[config.mk]
export PLATFORM = sky130hd
export DESIGN_NAME = pinbank_top
export DESIGN_NICKNAME = d
export VERILOG_FILES = /design/src/rtl/pinbank_pkg.sv /design/src/rtl/pinbank_sync.sv /design/src/rtl/pinbank_regs.sv /design/src/rtl/pinbank_edge.sv /design/src/rtl/pinbank_drive.sv /design/src/rtl/pinbank_top.sv
export SDC_FILE = /design/constraint.sdc
export NUM_CORES = 1
export LEC_CHECK = 0
export BUFFER_PORTS_ARGS = -buffer_cell sky130_fd_sc_hd__buf_2
export CAP_MARGIN = 20
export CORE_MARGIN = 3
export CORE_UTILIZATION = 55
export DETAILED_ROUTE_END_ITERATION = 8
export PLACE_DENSITY_LB_ADDON = 0.05
export SYNTH_ARGS = -nofsm -noshare
export SYNTH_HDL_FRONTEND = slang
export SYNTH_SLANG_ARGS = --single-unit
export TNS_END_PERCENT = 50
[constraint.sdc]
create_clock -name clk -period 4.6 [get_ports clk]
set_clock_uncertainty 0.15 [all_clocks]
set_input_delay 0.23 -clock clk [delete_from_list [all_inputs] [get_ports clk]]
set_output_delay 0.23 -clock clk [all_outputs]
set_load 0.05 [all_outputs]
[src/rtl/pinbank_pkg.sv]
package pinbank_pkg;
  localparam int ADDR_W = 3;

  typedef enum logic [ADDR_W-1:0] {
    SEL_IEN  = 3'd0,
    SEL_LVL  = 3'd1,
    SEL_TRI  = 3'd2,
    SEL_INV  = 3'd3,
    SEL_DIR  = 3'd4,
    SEL_ODR  = 3'd5,
    SEL_STAT = 3'd6,
    SEL_NONE = 3'd7
  } reg_sel_e;
endpackage

[src/rtl/pinbank_sync.sv]
module pinbank_sync #(
  parameter int NPIN   = 16,
  parameter int STAGES = 2
) (
  input  logic            clk,
  input  logic            rst,
  input  logic [NPIN-1:0] d,
  output logic [NPIN-1:0] q
);
  logic [NPIN-1:0] chain [STAGES];

  genvar s;
  generate
    for (s = 0; s < STAGES; s++) begin : g_stage
      if (s == 0) begin : g_first
        always_ff @(posedge clk) begin
          if (rst) chain[s] <= '0;
          else     chain[s] <= d;
        end
      end else begin : g_next
        always_ff @(posedge clk) begin
          if (rst) chain[s] <= '0;
          else     chain[s] <= chain[s-1];
        end
      end
    end
  endgenerate

  assign q = chain[STAGES-1];
endmodule

[src/rtl/pinbank_regs.sv]
module pinbank_regs
  import pinbank_pkg::*;
#(
  parameter int NPIN = 16
) (
  input  logic              clk,
  input  logic              rst,
  input  logic              wr_en,
  input  logic              rd_en,
  input  logic [ADDR_W-1:0] addr,
  input  logic [NPIN-1:0]   wdata,
  input  logic [NPIN-1:0]   lvl_rd,
  input  logic [NPIN-1:0]   sticky,
  output logic [NPIN-1:0]   ien_q,
  output logic [NPIN-1:0]   lvl_q,
  output logic [NPIN-1:0]   tri_q,
  output logic [NPIN-1:0]   inv_q,
  output logic [NPIN-1:0]   dir_q,
  output logic [NPIN-1:0]   odr_q,
  output logic              cfg_chg,
  output logic [NPIN-1:0]   clr_mask,
  output logic [NPIN-1:0]   rdata,
  output logic              rvalid
);
  reg_sel_e        sel;
  logic [NPIN-1:0] rd_mux;

  assign sel = reg_sel_e'(addr);

  always_ff @(posedge clk) begin
    if (rst) begin
      ien_q   <= '0;
      lvl_q   <= '0;
      tri_q   <= '0;
      inv_q   <= '0;
      dir_q   <= '1;
      odr_q   <= '0;
      cfg_chg <= 1'b0;
    end else begin
      cfg_chg <= wr_en && (sel == SEL_INV || sel == SEL_DIR);
      if (wr_en) begin
        case (sel)
          SEL_IEN: ien_q <= wdata;
          SEL_LVL: lvl_q <= wdata;
          SEL_TRI: tri_q <= wdata;
          SEL_INV: inv_q <= wdata;
          SEL_DIR: dir_q <= wdata;
          SEL_ODR: odr_q <= wdata;
          default: ;
        endcase
      end
    end
  end

  always_comb begin
    case (sel)
      SEL_IEN:  rd_mux = ien_q;
      SEL_LVL:  rd_mux = lvl_rd;
      SEL_TRI:  rd_mux = tri_q;
      SEL_INV:  rd_mux = inv_q;
      SEL_DIR:  rd_mux = dir_q;
      SEL_ODR:  rd_mux = odr_q;
      SEL_STAT: rd_mux = sticky;
      default:  rd_mux = '0;
    endcase
  end

  always_ff @(posedge clk) begin
    if (rst) begin
      rdata    <= '0;
      rvalid   <= 1'b0;
      clr_mask <= '0;
    end else begin
      rvalid   <= rd_en;
      clr_mask <= (rd_en && sel == SEL_STAT) ? sticky : '0;
      if (rd_en) rdata <= rd_mux;
    end
  end
endmodule

[src/rtl/pinbank_edge.sv]
module pinbank_edge #(
  parameter int NPIN = 16
) (
  input  logic            clk,
  input  logic            rst,
  input  logic [NPIN-1:0] lvl_eff,
  input  logic [NPIN-1:0] is_in,
  input  logic [NPIN-1:0] ien,
  input  logic            reload,
  input  logic [NPIN-1:0] clr_mask,
  output logic [NPIN-1:0] sticky,
  output logic            irq
);
  logic [NPIN-1:0] prev;
  logic [NPIN-1:0] rise;

  assign rise = lvl_eff & ~prev & is_in & ien & {NPIN{~reload}};

  always_ff @(posedge clk) begin
    if (rst) begin
      prev   <= '0;
      sticky <= '0;
      irq    <= 1'b0;
    end else begin
      prev   <= lvl_eff;
      sticky <= (sticky & ~clr_mask) | rise;
      irq    <= |(sticky & ien);
    end
  end
endmodule

[src/rtl/pinbank_drive.sv]
module pinbank_drive #(
  parameter int NPIN = 16
) (
  input  logic            clk,
  input  logic            rst,
  input  logic [NPIN-1:0] dir_q,
  input  logic [NPIN-1:0] tri_q,
  input  logic [NPIN-1:0] odr_q,
  input  logic [NPIN-1:0] lvl_q,
  input  logic            timer_sel,
  input  logic            timer_out,
  output logic [NPIN-1:0] pad_out,
  output logic [NPIN-1:0] pad_oe
);
  genvar i;
  generate
    for (i = 0; i < NPIN; i++) begin : g_pin
      logic out_n, oe_n;
      always_comb begin
        if (dir_q[i] || tri_q[i]) begin
          out_n = 1'b0;
          oe_n  = 1'b0;
        end else if (odr_q[i]) begin
          out_n = 1'b0;
          oe_n  = ~lvl_q[i];
        end else begin
          out_n = lvl_q[i];
          oe_n  = 1'b1;
        end
      end
      if (i == 0) begin : g_timer
        always_ff @(posedge clk) begin
          if (rst) begin
            pad_out[i] <= 1'b0;
            pad_oe[i]  <= 1'b0;
          end else if (timer_sel) begin
            pad_out[i] <= timer_out;
            pad_oe[i]  <= 1'b1;
          end else begin
            pad_out[i] <= out_n;
            pad_oe[i]  <= oe_n;
          end
        end
      end else begin : g_plain
        always_ff @(posedge clk) begin
          if (rst) begin
            pad_out[i] <= 1'b0;
            pad_oe[i]  <= 1'b0;
          end else begin
            pad_out[i] <= out_n;
            pad_oe[i]  <= oe_n;
          end
        end
      end
    end
  endgenerate
endmodule

[src/rtl/pinbank_top.sv]
module pinbank_top
  import pinbank_pkg::*;
#(
  parameter int NPIN        = 16,
  parameter int SYNC_STAGES = 2
) (
  input  logic              clk,
  input  logic              rst,
  input  logic              wr_en,
  input  logic              rd_en,
  input  logic [ADDR_W-1:0] addr,
  input  logic [NPIN-1:0]   wdata,
  output logic [NPIN-1:0]   rdata,
  output logic              rvalid,
  input  logic [NPIN-1:0]   pad_in,
  output logic [NPIN-1:0]   pad_out,
  output logic [NPIN-1:0]   pad_oe,
  input  logic              timer_out,
  input  logic              timer_sel,
  output logic              irq
);
  logic [NPIN-1:0] ien_q, lvl_q, tri_q, inv_q, dir_q, odr_q;
  logic [NPIN-1:0] pad_sync, timer_own, lvl_eff, is_in, lvl_rd;
  logic [NPIN-1:0] sticky, clr_mask;
  logic            cfg_chg, tsel_q, reload;

  assign timer_own = {{(NPIN-1){1'b0}}, timer_sel};
  assign lvl_eff   = pad_sync ^ (inv_q & ~timer_own);
  assign is_in     = dir_q & ~timer_own;
  assign lvl_rd    = (is_in & lvl_eff) | (~is_in & lvl_q);
  assign reload    = cfg_chg | (timer_sel ^ tsel_q);

  always_ff @(posedge clk) begin
    if (rst) tsel_q <= 1'b0;
    else     tsel_q <= timer_sel;
  end

  pinbank_sync #(.NPIN(NPIN), .STAGES(SYNC_STAGES)) u_sync (
    .clk(clk), .rst(rst), .d(pad_in), .q(pad_sync)
  );

  pinbank_regs #(.NPIN(NPIN)) u_regs (
    .clk(clk), .rst(rst), .wr_en(wr_en), .rd_en(rd_en), .addr(addr),
    .wdata(wdata), .lvl_rd(lvl_rd), .sticky(sticky),
    .ien_q(ien_q), .lvl_q(lvl_q), .tri_q(tri_q), .inv_q(inv_q),
    .dir_q(dir_q), .odr_q(odr_q), .cfg_chg(cfg_chg), .clr_mask(clr_mask),
    .rdata(rdata), .rvalid(rvalid)
  );

  pinbank_edge #(.NPIN(NPIN)) u_edge (
    .clk(clk), .rst(rst), .lvl_eff(lvl_eff), .is_in(is_in), .ien(ien_q),
    .reload(reload), .clr_mask(clr_mask), .sticky(sticky), .irq(irq)
  );

  pinbank_drive #(.NPIN(NPIN)) u_drive (
    .clk(clk), .rst(rst), .dir_q(dir_q), .tri_q(tri_q), .odr_q(odr_q),
    .lvl_q(lvl_q), .timer_sel(timer_sel), .timer_out(timer_out),
    .pad_out(pad_out), .pad_oe(pad_oe)
  );
endmodule

=== Yosys cells after proc, flatten, opt, wreduce, memory -nomap -nowiden ===
Memories as Yosys holds them, arrays and structs flattened.
Index checks and enable logic that the tools add are counted.

* Logic and storage cells: 177
* Memories kept: 1
* Output and inout bits: 50
* Bits in latches: 0
* Bits in writable memories: 32
* Bits in read-only memories: 0
* Bits in registers: 196
* Bits of input ports: 41

{| class="wikitable"
|+ Memory list
! name !! words !! bits a word !! rd ports !! clocked after Yosys merged registers in !! write ports !! line !! text
|-
| u_sync.chain || 2 || 16 || 2 || 0 || 2 || pinbank_sync.sv:10 || <nowiki>logic [NPIN-1:0] chain [STAGES];</nowiki>
|}

* Divide/modulo/power cells: 0
* Multiply operators: 0
* Eq/ne operators: 6
* $add $sub $neg: 0
* Reductions and logical operators: 58
* $lt $le $gt $ge: 0
* Shift operators: 0
* Bitwise operators: 39
* Multiplexer cells: 27

{| class="wikitable"
|+ Operators with widths
! kind !! number
|-
| $and A16 B16 Y16 || 10
|-
| $pmux W16 S7 || 1
|-
| $not A16 Y16 || 3
|-
| $reduce_or A3 Y1 || 15
|-
| $mux W16 || 2
|-
| $or A16 B16 Y16 || 2
|-
| $reduce_or A2 Y1 || 16
|-
| $mux W1 || 24
|-
| $not A1 Y1 || 18
|-
| $logic_or A1 B1 Y1 || 17
|-
| $not A1 Y16 || 1
|-
| $reduce_or A16 Y1 || 1
|-
| $xor A16 B16 Y16 || 1
|-
| $reduce_and A2 Y1 || 6
|-
| $eq A3 B3 Y1 const B || 3
|-
| $eq A3 B2 Y1 const B || 2
|-
| $eq A3 B1 Y1 const B || 1
|-
| $logic_not A3 Y1 || 1
|-
| $or A1 B1 Y1 || 3
|-
| $logic_and A1 B1 Y1 || 2
|-
| $xor A1 B1 Y1 || 1
|}

=== Logic depth before layout (Yosys ltp) ===
Gate-level depths: netlist of run 1.

* Depth after elaboration: 8
* Gate-level depth with buffers: 8
* Mapped depth without buffers: 4

=== Modules after synthesis ===
A second synthesis of run 1 with hierarchy kept.

* Cell total of the unflattened synthesis: 964
* Area, all modules: 8893.5 µm²

{| class="wikitable"
|+ Modules (own cells, without submodules)
! module !! area each (µm²) !! seq. area each (µm²) !! instances !! cells each
|-
| pinbank_regs || 5316.3 || 2602.5 || 1 || 630
|-
| pinbank_edge || 1270.0 || 660.6 || 1 || 144
|-
| pinbank_drive || 1054.8 || 640.6 || 1 || 84
|-
| pinbank_sync || 863.3 || 640.6 || 1 || 67
|-
| pinbank_top || 389.1 || 20.0 || 1 || 39
|}

=== Least setup slack after synthesis of run 1 ===
OpenSTA, ideal clock, no wires.

* Path kind: in2reg
* Start: input port addr[0]
* End: register u_regs.rdata[9]
* Arrival time: 1398 ps
* Setup slack: 2932 ps
* Setup time: 120 ps
* Cell stages on the path: 6
* Required time: 4330 ps
* Path buffers: 2
* Path through: buf_4 > buf_4 > mux2_2 > a221oi_1 > a21oi_1 > o31a_1

* Word-level cells in the longest chain between the ends: 2
* Elaborated cells between the ends (all ways): 8
* Classes of those cells: eq/ne: 6; mux: 1; reduce/logical: 1

{| class="wikitable"
|+ RTL lines
! item !! line !! text
|-
| from (decl) || pinbank_top.sv:11 || <nowiki>input logic [ADDR_W-1:0] addr,</nowiki>
|-
| $eq A3 B3 Y1, or another cell as far along || pinbank_regs.sv:56 || <nowiki>case (sel)</nowiki>
|-
| $pmux W16 S7 (*) || pinbank_regs.sv:56 ||
|-
| to (signal assigned) || pinbank_regs.sv:76 || <nowiki>if (rd_en) rdata <= rd_mux;</nowiki>
|-
| to (decl) || pinbank_regs.sv:22 || <nowiki>output logic [NPIN-1:0] rdata,</nowiki>
|}

Mark *: on every way between the ends. The rest lies on a longest branch, timed or not.
A chain may end at the register's enable or synchronous reset.

=== Final worst setup path of run 1 ===
* Start: input port addr[1]
* End: register u_regs.tri_q[10]

* Word-level cells in the longest chain between the ends: 2

{| class="wikitable"
|+ RTL lines
! item !! line !! text
|-
| $eq A3 B2 Y1 || pinbank_regs.sv:42 || <nowiki>case (sel)</nowiki>
|-
| $reduce_and A2 Y1 (no line) || -- ||
|-
| to (signal assigned) || pinbank_regs.sv:45 || <nowiki>SEL_TRI: tri_q <= wdata;</nowiki>
|-
| to (decl) || pinbank_regs.sv:16 || <nowiki>output logic [NPIN-1:0] tri_q,</nowiki>
|}

No other way between the ends.

==> impl_metrics.xml, run 1 <==
<?xml version="1.0" encoding="UTF-8"?>
<metrics>
  <group name="outcome">
    <metric name="run_status" unit="">finished clean</metric>
  </group>
  <group name="detailed_routing">
    <metric name="detailedRoute.firstPassIterationCount" unit="">6</metric>
    <metric name="vias" unit="">7510</metric>
    <metric name="detail_route.wirelength" unit="um">25340</metric>
    <metric name="post_drt_wl_per_cell" unit="um">19.33</metric>
    <metric name="drt_iter0_drc" unit="">813</metric>
    <metric name="drc" unit="">0</metric>
    <metric name="ant_nets" unit="">0</metric>
    <metric name="vias_per_cell" unit="">5.728</metric>
  </group>
  <group name="synthesis">
    <metric name="synth.mux.area_fraction" unit="%">3.638</metric>
    <metric name="syn-num-nets" unit="">1024</metric>
    <metric name="synth_area" unit="um^2">8803</metric>
    <metric name="main_combinational_cell_family_by_area_after_synthesis" unit="">simple AND/OR/NAND/NOR gates</metric>
    <metric name="synth_edf_count" unit="">0</metric>
    <metric name="mean_instance_size_in_the_synthesized_netlist" unit="um^2">8.956</metric>
    <metric name="synth.lib_cells_used.distinct" unit="">57</metric>
    <metric name="simple_gate_area_share_of_the_yosys_netlist" unit="%">24.36</metric>
    <metric name="cell_count_after_synthesis" unit="">983</metric>
    <metric name="synthXorXnorAreaFrac" unit="%">1.791</metric>
    <metric name="share_of_synthesized_flip_flops_with_an_asynchronous_set_or_reset" unit="%">0</metric>
    <metric name="synth-adder-area-share" unit="%">0</metric>
    <metric name="number_of_register_bits_inferred_by_synthesis" unit="">228</metric>
    <metric name="post_synthesis_compound_gate_area_fraction" unit="%">15.04</metric>
    <metric name="synth_sequential_area_ratio" unit="%">51.85</metric>
    <metric name="postSynth.topFlopCell" unit="">sky130_fd_sc_hd__dfxtp_1</metric>
    <metric name="ys_warn_count" unit="">0</metric>
  </group>
  <group name="setup_path">
    <metric name="worst_setup_path_type" unit="">in -&gt; reg</metric>
    <metric name="critPathArrivalTime" unit="ns">2.66</metric>
    <metric name="worstSetupStartpointType" unit="">input port</metric>
    <metric name="worst-endpoint-required" unit="ns">4.80</metric>
    <metric name="worst-path-max-fanout" unit="">33</metric>
    <metric name="critical_path.endpoint_type" unit="">flop</metric>
  </group>
  <group name="cts">
    <metric name="clock_latency" unit="ns">0.52</metric>
    <metric name="cts_buffers" unit="">24</metric>
    <metric name="clkTransAtPathRegs" unit="ns">0.06</metric>
    <metric name="cts_tree" unit="">built</metric>
    <metric name="cts_max_path_buffers" unit="">3</metric>
    <metric name="h-tree-depth" unit="">1</metric>
    <metric name="clock_sink_count" unit="">228</metric>
    <metric name="cts_root_buf" unit="">sky130_fd_sc_hd__clkbuf_16</metric>
  </group>
  <group name="global_route">
    <metric name="grt_antenna_before_repair" unit="">0</metric>
    <metric name="grt_max_degree" unit="">140</metric>
    <metric name="global_route_wire_length_before_repair" unit="um">39110</metric>
    <metric name="grt-ovfl-total" unit="">0</metric>
    <metric name="gr-usage-all-layers" unit="%">27.94</metric>
    <metric name="number_of_global_route_vias_before_repair" unit="">6829</metric>
  </group>
  <group name="sta">
    <metric name="achievable-frequency" unit="MHz">406.0</metric>
    <metric name="finalCriticalPeriod" unit="ns">2.463</metric>
    <metric name="worst_slew_margin_rel" unit="%">27.56</metric>
    <metric name="final-setup-viol-count" unit="">0</metric>
    <metric name="tns" unit="ns">0</metric>
    <metric name="worst_slew_pin_slew" unit="ns">1.086</metric>
    <metric name="rsz_0062_raised_after_global_routing" unit="">no</metric>
    <metric name="finalHoldViolCount" unit="">0</metric>
    <metric name="finalMaxSlewViolations" unit="">0</metric>
    <metric name="finalCritPeriodShare" unit="%">53.54</metric>
  </group>
  <group name="place">
    <metric name="place.gp.congestion" unit="">0.8688</metric>
    <metric name="portBuffers" unit="">90</metric>
    <metric name="dpl-instance-area" unit="um^2">9295</metric>
    <metric name="dp_hpwl" unit="um">15490</metric>
  </group>
  <group name="power_and_ir_drop">
    <metric name="peakVddDrop" unit="mV">0.3250</metric>
    <metric name="p_leak" unit="nW">3.974</metric>
    <metric name="cellPowerDensity" unit="nW/um^2">420.4</metric>
    <metric name="total_power" unit="mW">4.414</metric>
  </group>
  <group name="floorplanning">
    <metric name="num_rows" unit="">45</metric>
    <metric name="ioPinCount" unit="">91</metric>
    <metric name="core_area" unit="um^2">15430</metric>
    <metric name="initial_core_util" unit="%">57.06</metric>
    <metric name="die-area" unit="um^2">17560</metric>
    <metric name="dieHeight" unit="um">132.5</metric>
    <metric name="die_w" unit="um">132.5</metric>
  </group>
  <group name="layout">
    <metric name="antenna-diode-count" unit="">0</metric>
    <metric name="post-route-util" unit="%">68.06</metric>
    <metric name="finalInstanceArea" unit="um^2">10500</metric>
    <metric name="layout-area-overhead-vs-synth" unit="%">19.27</metric>
    <metric name="final_layout_size_suffix_gt1_share" unit="%">14.09</metric>
    <metric name="final_nets" unit="">1123</metric>
  </group>
  <group name="hold_path">
    <metric name="worst_hold_path_type" unit="">in -&gt; reg</metric>
  </group>
  <group name="flow_run">
    <metric name="timing.max_cap.violations" unit="">0</metric>
  </group>
</metrics>
[stage by stage]
stage | cells | setup WS, ns | hold WS [ns]
4_1_cts | 1311 | 2.202 | 0.02997
5_1_grt | 1311 | 1.998 | 0.06141
6_report | 1311 | 2.137 | 0.04258
3_5_place_dp | 1232 | 1.690 | 0.2766
3_3_place_gp | 1232 | 1.793 | 0.2648
2_1_floorplan | 983 | 2.932 | 0.1886
[layout by cell type (no fill, tap or decap), types with 5 or more instances in the layout]
cell / synthesis / layout
sky130_fd_sc_hd__o21ai_0: 6 / 6
sky130_fd_sc_hd__a211oi_1: 7 / 7
sky130_fd_sc_hd__mux2i_1: 23 / 23
sky130_fd_sc_hd__dlygate4sd3_1: 0 / 35
sky130_fd_sc_hd__clkbuf_1: 32 / 5
sky130_fd_sc_hd__a21oi_1: 128 / 128
sky130_fd_sc_hd__nor3b_1: 15 / 15
sky130_fd_sc_hd__a221oi_1: 12 / 12
sky130_fd_sc_hd__xnor2_1: 18 / 18
sky130_fd_sc_hd__nor2_1: 31 / 31
sky130_fd_sc_hd__or3_1: 15 / 15
sky130_fd_sc_hd__clkbuf_16: 0 / 24
sky130_fd_sc_hd__and2_1: 19 / 19
sky130_fd_sc_hd__nand3b_1: 18 / 18
sky130_fd_sc_hd__buf_4: 7 / 7
sky130_fd_sc_hd__mux2_2: 8 / 8
sky130_fd_sc_hd__nor2b_1: 39 / 39
sky130_fd_sc_hd__buf_2: 13 / 89
sky130_fd_sc_hd__dfxtp_1: 228 / 228
sky130_fd_sc_hd__nand2_1: 234 / 234
sky130_fd_sc_hd__or4_1: 15 / 15
sky130_fd_sc_hd__o2bb2ai_1: 6 / 6
sky130_fd_sc_hd__a22o_1: 5 / 5
sky130_fd_sc_hd__nand2b_1: 28 / 28
sky130_fd_sc_hd__clkbuf_8: 0 / 8
sky130_fd_sc_hd__a22oi_1: 9 / 9
[logic make-up after synthesis]
family,after synthesis
compound gates,211
xor+xnor,18
buf+inv,62
flops,228
mux,31
simple gates,433
[flip-flops by register name, summed over array words and instances (netlist names)]
signal	cells
u_regs.tri_q	16
u_drive.pad_oe	16
u_regs.cfg_chg	1
u_drive.pad_out	16
u_edge.irq	1
u_edge.sticky	16
u_regs.ien_q	16
u_regs.dir_q	16
u_sync.chain	32
u_regs.inv_q	16
u_edge.prev	16
tsel_q	1
u_regs.rvalid	1
u_regs.clr_mask	16
u_regs.rdata	16
u_regs.odr_q	16
u_regs.lvl_q	16
[layer usage]
metal	GRT usage (%)	part of all wire (%)	up-vias
li1	-	-	3580
met1	40.11	44	3565
met2	44.30	45	306
met3	3.916	7.4	59
met4	7.794	3.2	0
met5	0	0	-
[worst max-delay path: stages]
cell and delay (ns):
sky130_fd_sc_hd__buf_2 0.51, sky130_fd_sc_hd__nor2b_1 0.74, sky130_fd_sc_hd__nand2_1 0.80, sky130_fd_sc_hd__nand2_1 0.27
sky130_fd_sc_hd__a21oi_1 0.09
[Yosys cell counts, types with 12 or more instances]
master / instances / area share [%]
sky130_fd_sc_hd__dfxtp_1: 228 / 52
sky130_fd_sc_hd__mux2i_1: 23 / 2.6
sky130_fd_sc_hd__nor2b_1: 39 / 2.8
sky130_fd_sc_hd__and2_1: 19 / 1.4
sky130_fd_sc_hd__nand2b_1: 28 / 2.0
sky130_fd_sc_hd__a21oi_1: 128 / 7.3
sky130_fd_sc_hd__or4_1: 15 / 1.3
sky130_fd_sc_hd__nand3b_1: 18 / 1.5
sky130_fd_sc_hd__nor3b_1: 15 / 1.3
sky130_fd_sc_hd__buf_2: 13 / 0.74
sky130_fd_sc_hd__xnor2_1: 18 / 1.8
sky130_fd_sc_hd__a221oi_1: 12 / 1.2
sky130_fd_sc_hd__clkbuf_1: 32 / 1.4
sky130_fd_sc_hd__or3_1: 15 / 1.1
sky130_fd_sc_hd__nor2_1: 31 / 1.3
sky130_fd_sc_hd__nand2_1: 234 / 10
[cell type report]
cell class                      count  area [um^2]
Clock inverter                      7        125.1
Inverter                            3        11.26
Multi-Input combinational cell    693         3946
Timing Repair Buffer              132        859.6
Clock buffer                       37        729.5
Fill cell                        1325         4927
Tap cell                          211        264.0
Sequential cell                   228         4564
[power breakdown]
| part | switching (mW) | internal, mW | total [mW] |
|---|---|---|---|
| Sequential | 0.0343 | 2.02 | 2.06 |
| Combinational | 0.205 | 0.109 | 0.314 |
| Clock | 0.782 | 1.26 | 2.04 |
| Total | 1.02 | 3.39 | 4.41 |
[repair_timing]
item,4_1_cts,5_1_grt
buffers inserted,0,0
resized for setup,0,0
hold endpoints to repair,114,0
hold buffers,35,0
[path summary, 6_finish.rpt]
| check | start | endpoint | slack (ns) | cells past startpoint |
|---|---|---|---|---|
| setup / recovery | addr[1] | u_regs.tri_q[10] | 2.14 | 5 |
| hold / removal | rd_en | u_regs.rdata[9] | 0.04 | 3 |
| setup reg to reg | tsel_q | u_edge.sticky[15] | 2.51 | 4 |
| hold reg to reg | u_sync.chain[0][3] | u_sync.chain[1][3] | 0.28 | 1 |
(Power assumes the default switching activity.)
==> run 2, diff against run 1 <==
--- a/config.mk
+++ b/config.mk
@@ -8,7 +8,7 @@
 export BUFFER_PORTS_ARGS = -buffer_cell sky130_fd_sc_hd__buf_2
 export CAP_MARGIN = 20
 export CORE_MARGIN = 3
-export CORE_UTILIZATION = 55
+export CORE_UTILIZATION = 53
 export DETAILED_ROUTE_END_ITERATION = 8
 export PLACE_DENSITY_LB_ADDON = 0.05
 export SYNTH_ARGS = -nofsm -noshare
==> constraint.sdc (replaced) <==
create_clock -name clk -period 2.1 [get_ports clk]
set_clock_uncertainty 0.15 [all_clocks]
set_input_delay 0.105 -clock clk [delete_from_list [all_inputs] [get_ports clk]]
set_output_delay 0.105 -clock clk [all_outputs]
set_load 0.05 [all_outputs]
==> run 2 against run 1 <==
  * Via count up 4.0%
  * Hold slack worse by 0.0092 ns
  * Non-clock buffer count up 64
  * Clock-buffer cell count down 5
  * Sequential power up 120%
  * Highest routed layer is now met5
  * Wire length up 6.0%
  * Utilization up 0.13 points
  * Register-to-register slack worse by 2.2 ns
  * First-iteration DRC count down 14%
==> impl_metrics.xml, run 2 (same netlist as run 1, synthesis figures left out) <==
<?xml version="1.0" encoding="UTF-8"?>
<metrics>
  <group name="cts">
    <metric name="cts_tree" unit="">built</metric>
    <metric name="cts_buffers" unit="">23</metric>
    <metric name="cts_root_buf" unit="">sky130_fd_sc_hd__clkbuf_16</metric>
    <metric name="h-tree-depth" unit="">1</metric>
    <metric name="clock_sink_count" unit="">228</metric>
    <metric name="clkTransAtPathRegs" unit="ns">0.06</metric>
    <metric name="postCtsSetupRepairBufs" unit="">0</metric>
    <metric name="clock_latency" unit="ns">0.50</metric>
    <metric name="cts_max_path_buffers" unit="">3</metric>
  </group>
  <group name="layout">
    <metric name="layout-area-overhead-vs-synth" unit="%">24.39</metric>
    <metric name="final_layout_size_suffix_gt1_share" unit="%">17.83</metric>
    <metric name="layout.cells.most_common" unit="">sky130_fd_sc_hd__nand2_1</metric>
    <metric name="flip_flop_count_of_the_largest_register_all_copies_and_words_added" unit="">32</metric>
    <metric name="layout.filler_cells" unit="">1351</metric>
    <metric name="layout.cells.most_common_list" unit="">234 x sky130_fd_sc_hd__nand2_1, 228 x sky130_fd_sc_hd__dfxtp_1, 128 x sky130_fd_sc_hd__a21oi_1</metric>
    <metric name="post-route-util" unit="%">68.19</metric>
    <metric name="registers.top_by_ff_count" unit="">u_sync.chain</metric>
    <metric name="final_nets" unit="">1186</metric>
  </group>
  <group name="global_route">
    <metric name="grt-ovfl-total" unit="">0</metric>
    <metric name="grt_antenna_before_repair" unit="">1</metric>
    <metric name="grt_max_degree" unit="">53</metric>
    <metric name="number_of_global_route_vias_before_repair" unit="">7266</metric>
    <metric name="global_route_wire_length_before_repair" unit="um">41200</metric>
    <metric name="gr-usage-all-layers" unit="%">29.00</metric>
  </group>
  <group name="power_and_ir_drop">
    <metric name="proportion_of_power_drawn_by_the_clock_network" unit="%">42.8</metric>
    <metric name="power_report.internal_total" unit="mW">7.052</metric>
    <metric name="power.switching_fraction" unit="%">23.83</metric>
    <metric name="power.sequential.fraction" unit="%">48.7</metric>
    <metric name="p_leak" unit="nW">4.256</metric>
    <metric name="p_comb_share" unit="%">8.4</metric>
    <metric name="cellPowerDensity" unit="nW/um^2">845.4</metric>
    <metric name="peakVddDrop" unit="mV">0.9066</metric>
    <metric name="power_spent_charging_and_discharging_nets" unit="mW">2.206</metric>
    <metric name="total_power" unit="mW">9.258</metric>
  </group>
  <group name="detailed_routing">
    <metric name="ant_nets" unit="">0</metric>
    <metric name="detailedRoute.firstPassIterationCount" unit="">5</metric>
    <metric name="drt_iter0_drc" unit="">697</metric>
    <metric name="vias" unit="">7813</metric>
    <metric name="post_drt_wl_per_cell" unit="um">19.50</metric>
    <metric name="drc" unit="">0</metric>
    <metric name="vias_per_cell" unit="">5.670</metric>
    <metric name="detail_route.wirelength" unit="um">26870</metric>
  </group>
  <group name="setup_path">
    <metric name="critical_path.endpoint_type" unit="">flop</metric>
    <metric name="setup.reg_to_reg.worst_slack" unit="ns">0.30</metric>
    <metric name="worst-endpoint-required" unit="ns">2.40</metric>
    <metric name="rr_worst_depth" unit="">5</metric>
    <metric name="critPathArrivalTime" unit="ns">2.35</metric>
    <metric name="worstReg2RegEnd" unit="">u_regs.rdata[1]</metric>
    <metric name="critical_path.most_common_cell" unit="">sky130_fd_sc_hd__dlygate4sd3_1</metric>
    <metric name="worst-path-max-fanout" unit="">12</metric>
    <metric name="reg2reg_from" unit="">u_regs.dir_q[1]</metric>
    <metric name="worst_setup_path_type" unit="">in -&gt; reg</metric>
    <metric name="worstSetupStartpointType" unit="">input port</metric>
    <metric name="cpMaxStageDelayCell" unit="">sky130_fd_sc_hd__dlygate4sd3_1</metric>
    <metric name="max_stage_delay" unit="ns">0.59</metric>
    <metric name="path_cells" unit="">buf_2, dlygate4sd3_1, buf_4, nor3b_4, buf_6, a21oi_1, a221oi_1, dlygate4sd3_1</metric>
  </group>
  <group name="sta">
    <metric name="finalMaxSlewViolations" unit="">0</metric>
    <metric name="final.hold.worst_slack" unit="ns">0.03336</metric>
    <metric name="finalHoldViolCount" unit="">0</metric>
    <metric name="finalCritPeriodShare" unit="%">97.49</metric>
    <metric name="worst_slew_margin_rel" unit="%">63.89</metric>
    <metric name="tns" unit="ns">0</metric>
    <metric name="achievable-frequency" unit="MHz">488.5</metric>
    <metric name="final-setup-viol-count" unit="">0</metric>
    <metric name="worst_slew_pin_slew" unit="ns">0.5417</metric>
    <metric name="finalCriticalPeriod" unit="ns">2.047</metric>
    <metric name="rsz_0062_raised_after_global_routing" unit="">no</metric>
  </group>
  <group name="hold_path">
    <metric name="worst_hold_path.num_cells" unit="">4</metric>
    <metric name="worst_hold_path_type" unit="">in -&gt; reg</metric>
    <metric name="hold_start" unit="">addr[1]</metric>
    <metric name="whs_endpoint" unit="">u_regs.rdata[2]</metric>
  </group>
  <group name="place">
    <metric name="place.gp.congestion" unit="">0.8863</metric>
    <metric name="dp_hpwl" unit="um">17560</metric>
    <metric name="portBuffers" unit="">90</metric>
  </group>
  <group name="flow_run">
    <metric name="timing.max_cap.violations" unit="">0</metric>
  </group>
  <group name="floorplanning">
    <metric name="die_w" unit="um">134.9</metric>
    <metric name="initial_core_util" unit="%">54.82</metric>
    <metric name="die-area" unit="um^2">18190</metric>
    <metric name="core_area" unit="um^2">16060</metric>
    <metric name="dieHeight" unit="um">134.9</metric>
    <metric name="ioPinCount" unit="">91</metric>
    <metric name="num_rows" unit="">46</metric>
  </group>
  <group name="outcome">
    <metric name="run_status" unit="">finished clean</metric>
  </group>
</metrics>
==> run 2: cell types whose count changed in the layout (fill, tap and decap cells not counted), sizes merged <==
cell         before  now
diode             0    1
clkbuf           37   32
buf              97  150
dlygate4sd3      35   46
bufinv            3    1
clkinv            5    9
==> run 2: per-stage QoR <==
stage          area (um^2)  setup WS (ns)  instances
2_1_floorplan         8803         0.5569        983
3_3_place_gp          9717         0.3022       1289
3_5_place_dp          9717         0.2576       1289
4_1_cts              10930        0.03701       1377
5_1_grt              10950       0.004827       1377
6_report             10950        0.05272       1378
==> run 2: layout make-up <==
cell class              count  area [um^2]  share of cell area, %
diodes                      1        2.502                0.02285
clock buffers              32        659.4                  6.021
clock inverters             9        70.07                 0.6399
inverters                   3        11.26                 0.1028
multi-input cells         693         3955                  36.12
flip-flops and latches    228         4564                  41.68
well taps                 216        270.3                  2.468
repair buffers            196         1418                  12.95
==> run 2: worst max path at each step <==
stage / start / endpoint / slack, ns / depth (start not counted)
after floorplan: addr[0] / u_regs.rdata[9] / 0.56 / 6
after global placement: addr[1] / u_regs.rdata[12] / 0.30 / 5
after detailed placement: addr[1] / u_regs.rdata[12] / 0.26 / 5
after CTS: rst / u_drive.pad_out[0] / 0.04 / 7
after global routing: addr[1] / u_regs.rdata[1] / 0.005 / 8
final: addr[1] / u_regs.rdata[1] / 0.05 / 8
==> run 2: worst max-delay path: cells and delay by family <==
kind,cells,cell delay (ns)
buffers and inverters,5,1.68
AOI/OAI and AO/OA,2,0.33
and+or+nand+nor,1,0.23
==> run 2: power by group through the flow <==
stage / Clock (mW) / Sequential, mW / Combinational (mW)
CTS: 4.02 / 4.51 / 0.761
floorplan: 0 / 4.64 / 0.362
global placement: 0 / 4.60 / 0.679
detailed placement: 0 / 4.61 / 0.687
finish: 3.97 / 4.51 / 0.781
global route: 4.20 / 4.52 / 0.834
==> run 2: repair_timing <==
item,in CTS,in global routing
setup endpoints to repair,0,2
gates resized for setup,0,6
endpoints found under the hold margin,139,0
hold buffers,47,0
==> run 2: layer usage <==
layer / global-route usage (%) / share of wire, %
met3: 4.694 / 8.2
met5: 0 / 0.048
met2: 47.92 / 47
met1: 39.65 / 43
met4: 7.919 / 2.4
